==> config.mk <==
export PLATFORM = sky130hd
export DESIGN_NAME = dec_slot_alloc
export DESIGN_NICKNAME = d
export VERILOG_FILES = /design/src/rtl/dsa_pkg.sv /design/src/rtl/dsa_pair_detect.sv /design/src/rtl/dsa_group_pick.sv /design/src/rtl/dsa_ucode_seq.sv /design/src/rtl/dec_slot_alloc.sv
export SDC_FILE = /design/constraint.sdc
export NUM_CORES = 1
export LEC_CHECK = 0
export BUFFER_PORTS_ARGS = -buffer_cell sky130_fd_sc_hd__buf_4
export CORE_MARGIN = 1.5
export CORE_UTILIZATION = 55
export CTS_CLUSTER_DIAMETER = 200
export DETAILED_ROUTE_END_ITERATION = 10
export PLACE_DENSITY = 0.84
export SYNTH_ARGS = -nofsm -noshare
export SYNTH_HDL_FRONTEND = slang
export SYNTH_SLANG_ARGS = --single-unit
==> constraint.sdc <==
create_clock -name clk -period 23.7 [get_ports clk]
set_input_delay 4.74 -clock clk [delete_from_list [all_inputs] [get_ports clk]]
set_output_delay 4.74 -clock clk [all_outputs]
set_load 0.02 [all_outputs]
==> src/rtl/dsa_pkg.sv <==
package dsa_pkg;
  typedef enum logic {SEQ_IDLE = 1'b0, SEQ_RUN = 1'b1} seq_st_e;
endpackage

==> src/rtl/dsa_pair_detect.sv <==
module dsa_pair_detect #(
  parameter int NQ = 5,
  parameter int UW = 4
) (
  input  logic [NQ-1:0]    vld,
  input  logic [NQ*UW-1:0] uops,
  input  logic [NQ-1:0]    cmp,
  input  logic [NQ-1:0]    jcc,
  input  logic [NQ-1:0]    lng,
  output logic [NQ-1:0]    fuse_ok
);
  genvar i;
  generate
    for (i = 0; i < NQ; i++) begin : g_lane
      if (i < NQ - 1) begin : g_pair
        assign fuse_ok[i] = vld[i] && vld[i+1] && cmp[i] && jcc[i+1] && !lng[i]
                            && (uops[i*UW +: UW] == UW'(1))
                            && (uops[(i+1)*UW +: UW] == UW'(1));
      end else begin : g_last
        assign fuse_ok[i] = 1'b0;
      end
    end
  endgenerate
endmodule

==> src/rtl/dsa_group_pick.sv <==
module dsa_group_pick #(
  parameter int NQ       = 5,
  parameter int NSLOT    = 4,
  parameter int UW       = 4,
  parameter int CPLX_MAX = 4,
  parameter int RN_CAP   = 4,
  localparam int IDX_W   = $clog2(NQ),
  localparam int CNT_W   = $clog2(NQ + 1),
  localparam int RN_W    = $clog2(RN_CAP + 1),
  localparam int TW      = UW + 2
) (
  input  logic                   busy,
  input  logic [NQ-1:0]          vld,
  input  logic [NQ*UW-1:0]       uops,
  input  logic [NQ-1:0]          fuse_ok,
  output logic [NSLOT-1:0]       slot_vld,
  output logic [NSLOT*IDX_W-1:0] slot_idx,
  output logic [NSLOT*UW-1:0]    slot_uops,
  output logic [NSLOT-1:0]       slot_fused,
  output logic [CNT_W-1:0]       consumed,
  output logic [RN_W-1:0]        tot_uops,
  output logic                   start_req
);
  logic [UW-1:0] u_arr [NQ+1];
  logic          v_arr [NQ+1];
  logic          f_arr [NQ+1];

  always_comb begin
    for (int i = 0; i <= NQ; i++) begin
      if (i < NQ) begin
        u_arr[i] = uops[i*UW +: UW];
        v_arr[i] = vld[i];
        f_arr[i] = fuse_ok[i];
      end else begin
        u_arr[i] = '0;
        v_arr[i] = 1'b0;
        f_arr[i] = 1'b0;
      end
    end
  end

  always_comb begin
    logic [IDX_W:0] p;
    logic [TW-1:0]  tot;
    logic           stop;
    logic           fz;
    p          = '0;
    tot        = '0;
    stop       = 1'b0;
    fz         = 1'b0;
    slot_vld   = '0;
    slot_idx   = '0;
    slot_uops  = '0;
    slot_fused = '0;
    start_req  = 1'b0;
    for (int s = 0; s < NSLOT; s++) begin
      if (!stop && !busy && v_arr[p]) begin
        if (f_arr[p] && !fz && ((tot + TW'(1)) <= TW'(RN_CAP))) begin
          slot_vld[s]                 = 1'b1;
          slot_idx[s*IDX_W +: IDX_W]  = p[IDX_W-1:0];
          slot_uops[s*UW +: UW]       = UW'(1);
          slot_fused[s]               = 1'b1;
          fz                          = 1'b1;
          tot                         = tot + TW'(1);
          p                           = p + (IDX_W+1)'(2);
        end else if ((s == 0) && (u_arr[p] > UW'(CPLX_MAX))) begin
          start_req = 1'b1;
          p         = (IDX_W+1)'(1);
          stop      = 1'b1;
        end else if (((s == 0) || (u_arr[p] == UW'(1)))
                     && ((tot + TW'(u_arr[p])) <= TW'(RN_CAP))) begin
          slot_vld[s]                 = 1'b1;
          slot_idx[s*IDX_W +: IDX_W]  = p[IDX_W-1:0];
          slot_uops[s*UW +: UW]       = u_arr[p];
          tot                         = tot + TW'(u_arr[p]);
          p                           = p + (IDX_W+1)'(1);
        end else begin
          stop = 1'b1;
        end
      end else begin
        stop = 1'b1;
      end
    end
    consumed = CNT_W'(p);
    tot_uops = RN_W'(tot);
  end
endmodule

==> src/rtl/dsa_ucode_seq.sv <==
module dsa_ucode_seq
  import dsa_pkg::*;
#(
  parameter int UW     = 4,
  parameter int RN_CAP = 4,
  localparam int RN_W  = $clog2(RN_CAP + 1)
) (
  input  logic            clk,
  input  logic            rst_n,
  input  logic            start,
  input  logic [UW-1:0]   start_uops,
  output logic            busy,
  output logic [RN_W-1:0] emit,
  output logic            done
);
  seq_st_e       st_q, st_d;
  logic [UW-1:0] rem_q, rem_d;
  logic [UW-1:0] emit_w;
  logic          en;

  always_comb begin
    busy   = (st_q == SEQ_RUN);
    emit_w = '0;
    if (busy) emit_w = (rem_q > UW'(RN_CAP)) ? UW'(RN_CAP) : rem_q;
    emit   = RN_W'(emit_w);
    done   = busy && (rem_q <= UW'(RN_CAP));
    en     = start || busy;
    st_d   = st_q;
    rem_d  = rem_q;
    if (start) begin
      st_d  = SEQ_RUN;
      rem_d = start_uops;
    end else if (busy) begin
      rem_d = rem_q - emit_w;
      if (done) st_d = SEQ_IDLE;
    end
  end

  always_ff @(posedge clk or negedge rst_n) begin
    if (!rst_n) begin
      st_q  <= SEQ_IDLE;
      rem_q <= '0;
    end else if (en) begin
      st_q  <= st_d;
      rem_q <= rem_d;
    end
  end
endmodule

==> src/rtl/dec_slot_alloc.sv <==
module dec_slot_alloc #(
  parameter int NQ       = 5,
  parameter int NSLOT    = 4,
  parameter int UW       = 4,
  parameter int CPLX_MAX = 4,
  parameter int RN_CAP   = 4,
  localparam int IDX_W   = $clog2(NQ),
  localparam int CNT_W   = $clog2(NQ + 1),
  localparam int RN_W    = $clog2(RN_CAP + 1)
) (
  input  logic                   clk,
  input  logic                   rst_n,
  input  logic [NQ-1:0]          iq_vld,
  input  logic [NQ*UW-1:0]       iq_uops,
  input  logic [NQ-1:0]          iq_cmp,
  input  logic [NQ-1:0]          iq_jcc,
  input  logic [NQ-1:0]          iq_long,
  output logic [NSLOT-1:0]       slot_vld,
  output logic [NSLOT*IDX_W-1:0] slot_idx,
  output logic [NSLOT*UW-1:0]    slot_uops,
  output logic [NSLOT-1:0]       slot_fused,
  output logic [CNT_W-1:0]       consumed,
  output logic [RN_W-1:0]        rn_uops,
  output logic                   seq_start,
  output logic                   seq_busy,
  output logic                   seq_done
);
  logic [NQ-1:0]   fuse_ok;
  logic [RN_W-1:0] grp_uops;
  logic [RN_W-1:0] seq_emit;
  logic            start_req;

  dsa_pair_detect #(.NQ(NQ), .UW(UW)) u_pair (
    .vld(iq_vld), .uops(iq_uops), .cmp(iq_cmp), .jcc(iq_jcc),
    .lng(iq_long), .fuse_ok(fuse_ok)
  );

  dsa_group_pick #(.NQ(NQ), .NSLOT(NSLOT), .UW(UW), .CPLX_MAX(CPLX_MAX),
                   .RN_CAP(RN_CAP)) u_pick (
    .busy(seq_busy), .vld(iq_vld), .uops(iq_uops), .fuse_ok(fuse_ok),
    .slot_vld(slot_vld), .slot_idx(slot_idx), .slot_uops(slot_uops),
    .slot_fused(slot_fused), .consumed(consumed), .tot_uops(grp_uops),
    .start_req(start_req)
  );

  dsa_ucode_seq #(.UW(UW), .RN_CAP(RN_CAP)) u_seq (
    .clk(clk), .rst_n(rst_n), .start(start_req), .start_uops(iq_uops[UW-1:0]),
    .busy(seq_busy), .emit(seq_emit), .done(seq_done)
  );

  assign seq_start = start_req;
  assign rn_uops   = seq_busy ? seq_emit : grp_uops;
endmodule

* Word level (Yosys, flattened, before mapping)
Cells that the tools add are included.
** Storage, ports and cells
- Flip-flop bits (word level) :: 5
- Bits in latches :: 0
- Memory bits (writable) :: 0
- Memory bits (read-only) :: 0
- Output and inout bits :: 45
- Logic and storage cells :: 215
- Memories :: 0
** Cells by class
- Add/subtract/negate cells :: 13
- Multiply operators :: 0
- Divide/modulo/power cells :: 0
- Magnitude comparators :: 13
- Equality and inequality tests :: 8
- Shift-type cells :: 0
- Multiplexer cells :: 121
- Bitwise logic cells :: 3
- Reduce and logical (&&, ||, !) cells :: 55
** Operators by type and width (number)
- 4-bit 2-to-1 mux :: 33
- 1-bit 2-to-1 mux :: 54
- 6-bit 2-to-1 mux :: 9
- 3-bit 2-to-1 mux :: 16
- 1-bit logical AND :: 41
- 4-bit binary-select mux with 3-bit select :: 3
- 6-bit by 3-bit <= comparator with 1-bit output (second input constant) :: 6
- 4-bit by 1-bit == test with 1-bit output (second input constant) :: 8
- 6-bit by 1-bit adder with 6-bit output (second input constant) :: 3
- 6-bit by 4-bit adder with 6-bit output :: 3
- 1-bit binary-select mux with 3-bit select :: 6
- 5-bit by 4-bit >= comparator with 1-bit output (second input constant) :: 3
- 4-bit NOT with 5-bit output :: 3
- 1-bit zero test :: 11
- 4-bit by 1-bit adder with 4-bit output (second input constant) :: 2
- 4-bit by 2-bit adder with 4-bit output (second input constant) :: 2
- 4-bit by 3-bit > comparator with 1-bit output (second input constant) :: 2
- 4-bit by 3-bit <= comparator with 1-bit output (second input constant) :: 2
- 4-bit subtractor :: 1
- 3-bit by 1-bit adder with 3-bit output (second input constant) :: 1
- 3-bit by 2-bit adder with 3-bit output (second input constant) :: 1
- 2-bit AND reduction :: 1
- 2-bit nonzero test :: 1
- 1-bit logical OR :: 1

* Longest topological paths before layout
- Depth after elaboration :: 39
- Gate-level depth with buffers :: 51
- Gate-level depth less buffers :: 48

* Modules after synthesis
Synthesis repeated with hierarchy kept, for this count alone.
** Unflattened totals
- Cells, all modules :: 501
- Area total of the unflattened synthesis :: 3585.9 µm²
** By module, submodules not included
- dsa_group_pick :: times used 1, cells an instance 436, area each 3054.2 µm², sequential area each 0.0 µm²
- dsa_ucode_seq :: times used 1, cells an instance 40, area each 364.1 µm², sequential area each 125.1 µm²
- dsa_pair_detect :: times used 1, cells an instance 22, area each 133.9 µm², sequential area each 0.0 µm²
- dec_slot_alloc :: times used 1, cells an instance 3, area each 33.8 µm², sequential area each 0.0 µm²

* Least setup slack after synthesis
No wires, ideal clock.
- Kind :: in2out
- Start point :: in iq_uops[2]
- End point :: out consumed[1]
- Arrival :: 14025 ps
- Setup slack :: 4935 ps
- Cell stages on the path :: 46
- Path buffers :: 3
- Cells stage by stage :: buf_2 > or4b_4 > nor4_4 > nor2_1 > nand3_1 > inv_1 > ha_1 > a21o_1 > a21o_1 > a221oi_1 > nand4_1 > a211oi_2 > ha_1 > o211a_1 > a21oi_4 > nand2_1 > a32o_1 > inv_1 > (+10 left out) > ha_1 > mux2i_2 > inv_2 > mux2i_1 > nor3_1 > o21ai_0 > inv_1 > ha_1 > fa_1 > xor2_1 > o21ai_0 > and4_1 > nand3_1 > or4_1 > buf_2 > a21oi_1 > and2_1 > o2bb2ai_1
** On the way
- Cells in the longest elaborated chain, start to end :: 35
** RTL lines
- from (decl) :: RTL line dec_slot_alloc.sv:14 : input logic [NQ*UW-1:0] iq_uops,
- 4-bit by 3-bit <= comparator with 1-bit output / 4-bit by 1-bit == test with 1-bit output (equally long branches)
- 1-bit 2-to-1 mux / 1-bit logical AND (equally long branches) :: RTL line dsa_group_pick.sv:70, dsa_pair_detect.sv:17
- 4-bit 2-to-1 mux / 1-bit logical AND (equally long branches) :: RTL line dsa_group_pick.sv:66, dsa_pair_detect.sv:18
- 4-bit 2-to-1 mux :: RTL line dsa_group_pick.sv:58 : if (f_arr[p] && !fz && ((tot + TW'(1)) <= TW'(RN_CAP))) begin
- 4-bit 2-to-1 mux :: RTL line dsa_group_pick.sv:57 : if (!stop && !busy && v_arr[p]) begin
- 4-bit NOT with 5-bit output (not written as such)
- 4-bit binary-select mux with 3-bit select
- 4-bit 2-to-1 mux (not written as such) (2 in a row) :: RTL line dsa_group_pick.sv:70, dsa_group_pick.sv:71, dsa_group_pick.sv:75
- (+17 left out)
- 4-bit binary-select mux with 3-bit select
- 4-bit 2-to-1 mux (2 in a row)
- 6-bit by 4-bit adder with 6-bit output :: RTL line dsa_group_pick.sv:71 : && ((tot + TW'(u_arr[p])) <= TW'(RN_CAP))) begin
- 6-bit by 3-bit <= comparator with 1-bit output :: RTL line dsa_group_pick.sv:71
- 1-bit logical AND :: RTL line dsa_group_pick.sv:71
- 3-bit 2-to-1 mux :: RTL line dsa_group_pick.sv:70 : end else if (((s == 0) || (u_arr[p] == UW'(1)))
- 3-bit 2-to-1 mux :: RTL line dsa_group_pick.sv:58
- 3-bit 2-to-1 mux (*) :: RTL line dsa_group_pick.sv:57
- to (decl) :: RTL line dec_slot_alloc.sv:22 : output logic [CNT_W-1:0] consumed,
Mark *: on every way between the ends. The rest lies on a longest branch, timed or not. The select of a mux whose other input is x is not followed.

* Worst setup path in the final report
- Start point :: in iq_uops[3]
- End point :: out consumed[2]
Same word-level chain as after synthesis.

==> impl_metrics.json <==
{
  "via_per_inst": 6.29,
  "maxSlewHeadroom_pct": 46.6,
  "critPathMostFrequentCell": "inv_1",
  "gp_congestion": 0.912,
  "path_buf_inv": 12,
  "dieArea_um2": 5710,
  "chipWidth_um": 75.6,
  "ant_nets": 0,
  "ys_types": 79,
  "die_h_um": 75.6,
  "setup_violations": 0,
  "synth_cells": 409,
  "setup.worst_path.start": "iq_uops[3]",
  "netSwitchingPower_uw": 81.4,
  "ys.flop_type": "dfrtp_1",
  "swShare_pct": 52.5,
  "cpLargestDelayFamily": "simple AND/OR/NAND/NOR gates",
  "start_kind": "input pin",
  "maxSlewViolCount": 0,
  "period_needed_ps": 20260,
  "grt_max_degree": 18,
  "rsz0062_at_grt": "no",
  "period_share_pct": 85.5,
  "hold_path.class": "reg -> reg",
  "hpwl_mm": 7.08,
  "crit_required_ps": 18960,
  "portBuffers": 68,
  "cts.sinks": 5,
  "post-route-drc-count": 0,
  "worstMarginPinSlew_ps": 798,
  "synthTopCellsByArea": "ha_1 11%, mux2i_1 5.2%, nand2_1 5.2%",
  "cts_buffers": 3,
  "antenna_found_initial": 0,
  "finalHoldViolations": 0,
  "synth_seq_cells": 5,
  "grt.overflow.total": 0,
  "drv_cap": 0,
  "seqPwrFrac_pct": 13.4,
  "core_um2": 5110,
  "routed_wl_mm": 8.85,
  "drive_above_1_share_pct": 20.8,
  "syn_area_um2": 2900,
  "vdd.ir_drop.worst_v": 0.0000517,
  "async_flop_share_pct": 100,
  "crit_type": "in -> out",
  "postCtsSetupRepairBufs": 0,
  "arrival_ps": 15520,
  "finClkSkew_ps": 1.29,
  "crit_path_end_kind": "output port",
  "cts-root-buf": "clkbuf_8",
  "start_util_pct": 56.7,
  "clockBufferDepth": 2,
  "grt_pass1_wl_mm": 13.7,
  "power_frac_clock_pct": 10.4,
  "nNetsFinal": 538,
  "cts.repair.resized": 0,
  "final.setup.worst_slack_ps": 3440,
  "post-place-ws_ps": 3700,
  "min_from": "u_seq.rem_q[1]",
  "synth_top_area_cell": "ha_1",
  "status": "finished clean",
  "first_global_vias": 3008,
  "synth.avg_cell_area_um2": 7.09,
  "rrSetupSlack_ps": 21460,
  "num_vias": 3374,
  "ios": 87,
  "power_frac_comb_pct": 76.2,
  "cp_slowest_stage_delay_ps": 630,
  "yosysWarnings": 0,
  "fmax_mhz": 49.4,
  "r2r-start": "u_seq.busy",
  "slowest_stage": "or4_1",
  "hold_buffers": 0,
  "post_drt_wl_per_cell_um": 16.5,
  "synth-seq-area-share_pct": 4.32,
  "drtIter0Drc": 293,
  "synth-edff-count": 0,
  "fin_setup_tns_ps": 0,
  "p_leak_uw": 0.00155,
  "track_usage_pct": 31.0,
  "antenna_cells": 0,
  "power.density_nw_per_um2": 45.9,
  "num_rows": 26,
  "clk_pin_slew_ps": 40,
  "drtPass1Iterations": 5,
  "htree_levels": 1,
  "cts_tree": "done",
  "netlist.area_leader.share_pct": 10.8,
  "critical_path.max_fanout": 17,
  "intPower_uw": 73.7,
  "syn_to_final_growth_pct": 16.5,
  "clk_latency_ps": 230
}
-- cell usage in the layout (no fill, tap or decap), types with 4 or more instances in the layout --
cell type	instances
fa_1	4
o2111ai_1	4
nand2b_1	7
dfrtp_1	5
ha_1	25
nor3_1	11
nor4b_1	4
nor2b_1	8
nand2_1	40
o21ai_0	20
mux2i_1	15
conb_1	18
nor2_1	36
and4_1	4
a22oi_1	4
a211oi_1	5
a21oi_1	20
a31oi_1	5
o21ai_1	7
nand3_1	15
buf_4	69
inv_1	23
a221oi_1	4
inv_2	5
a21o_1	4
o21a_1	11
o31ai_1	4
nand4_1	5
and2_1	4
-- final timing paths --
kind                                   to  cells past startpoint
hold reg to reg            u_seq.rem_q[1]                      2
hold / removal             u_seq.rem_q[1]                      2
max in group asynchronous      u_seq.busy                      1
min in group asynchronous  u_seq.rem_q[0]                      1
setup / recovery              consumed[2]                     48
setup reg to reg           u_seq.rem_q[3]                      8
-- worst reg2reg max path, delay by kind of cell (launching register included) --
kind                     cells  cell delay [ps]
buffers and inverters        1               90
flip-flops                   1              580
AO/OA/AOI/OAI                3              400
AND/OR/NAND/NOR              3              750
adder cells (fa/ha/maj)      1              290
-- power groups by stage --
stage	sequential, µW	combinational [µW]	clock [µW]
6_report	20.8	118	16.1
5_1_grt	22.0	131	17.1
4_1_cts	20.6	117	16.4
3_5_place_dp	20.7	116	0
3_3_place_gp	20.3	112	0
2_1_floorplan	17.2	91.8	0
-- synthesized netlist by cell type (4+ instances only) --
cell	number
nor3_1	11
nand2_1	40
mux2i_1	15
o31ai_1	4
o2111ai_1	4
fa_1	4
a21oi_1	20
nand3_1	15
nand2b_1	7
o21ai_0	20
a22oi_1	4
nor4b_1	4
buf_6	6
a211oi_1	5
ha_1	25
and2_1	4
dfrtp_1	5
nand4_1	5
inv_1	23
buf_4	16
nor2_1	36
o21ai_1	7
and4_1	4
a21o_1	4
a221oi_1	4
inv_2	5
o21a_1	11
a31oi_1	5
buf_2	5
clkbuf_1	6
nor2b_1	8
-- state kept, by name, indices dropped and copies added, names as in the netlist --
register / count
u_seq.busy: 1
u_seq.rem_q: 4
-- metrics by stage --
| stage | power, µW | util, % | instance area, µm² | hold WS, ps | std cells |
|---|---|---|---|---|---|
| CTS | 154 | 66.1 | 3380 | 668 | 536 |
| global placement | 133 | 65.2 | 3330 | 639 | 532 |
| detailed placement | 136 | 65.2 | 3330 | 664 | 532 |
| finish | 155 | 66.1 | 3380 | 661 | 536 |
| global route | 170 | 66.1 | 3380 | 732 | 536 |
| floorplan | 109 | - | 2960 | 576 | 426 |
-- layer usage --
metal  track usage (%)  share of wire (%)  up-vias
met1              40.1                 41     1564
li1                  -                  -     1615
met5                 0                  0        -
met2              53.4                 48      174
met3              3.31                8.3       21
met4              10.9                2.0        0
-- cells by family (layout without fill, tap and decap cells) --
family / count (synthesis) / count (layout) / synth area share [%]
xor gates and xnor gates: 4 / 4 / 1.21
buffers and inverters: 63 / 103 / 12.1
AOI/OAI and AO/OA: 122 / 122 / 29.8
muxes: 21 / 21 / 7.73
DFF: 5 / 5 / 4.32
and+or+nand+nor: 164 / 164 / 31.1
adders and majority gates: 29 / 29 / 13.6
other: 1 / 18 / 0.129
-- layout make-up --
type	count	area (µm²)
multi-input cells	358	2480
fillers	478	1730
repair buffers	69	518
flip-flops and latches	5	125
inverters	30	116
well taps	70	87.6
clock buffers	4	45.0
Note: power is estimated with default switching activity, not from simulation.
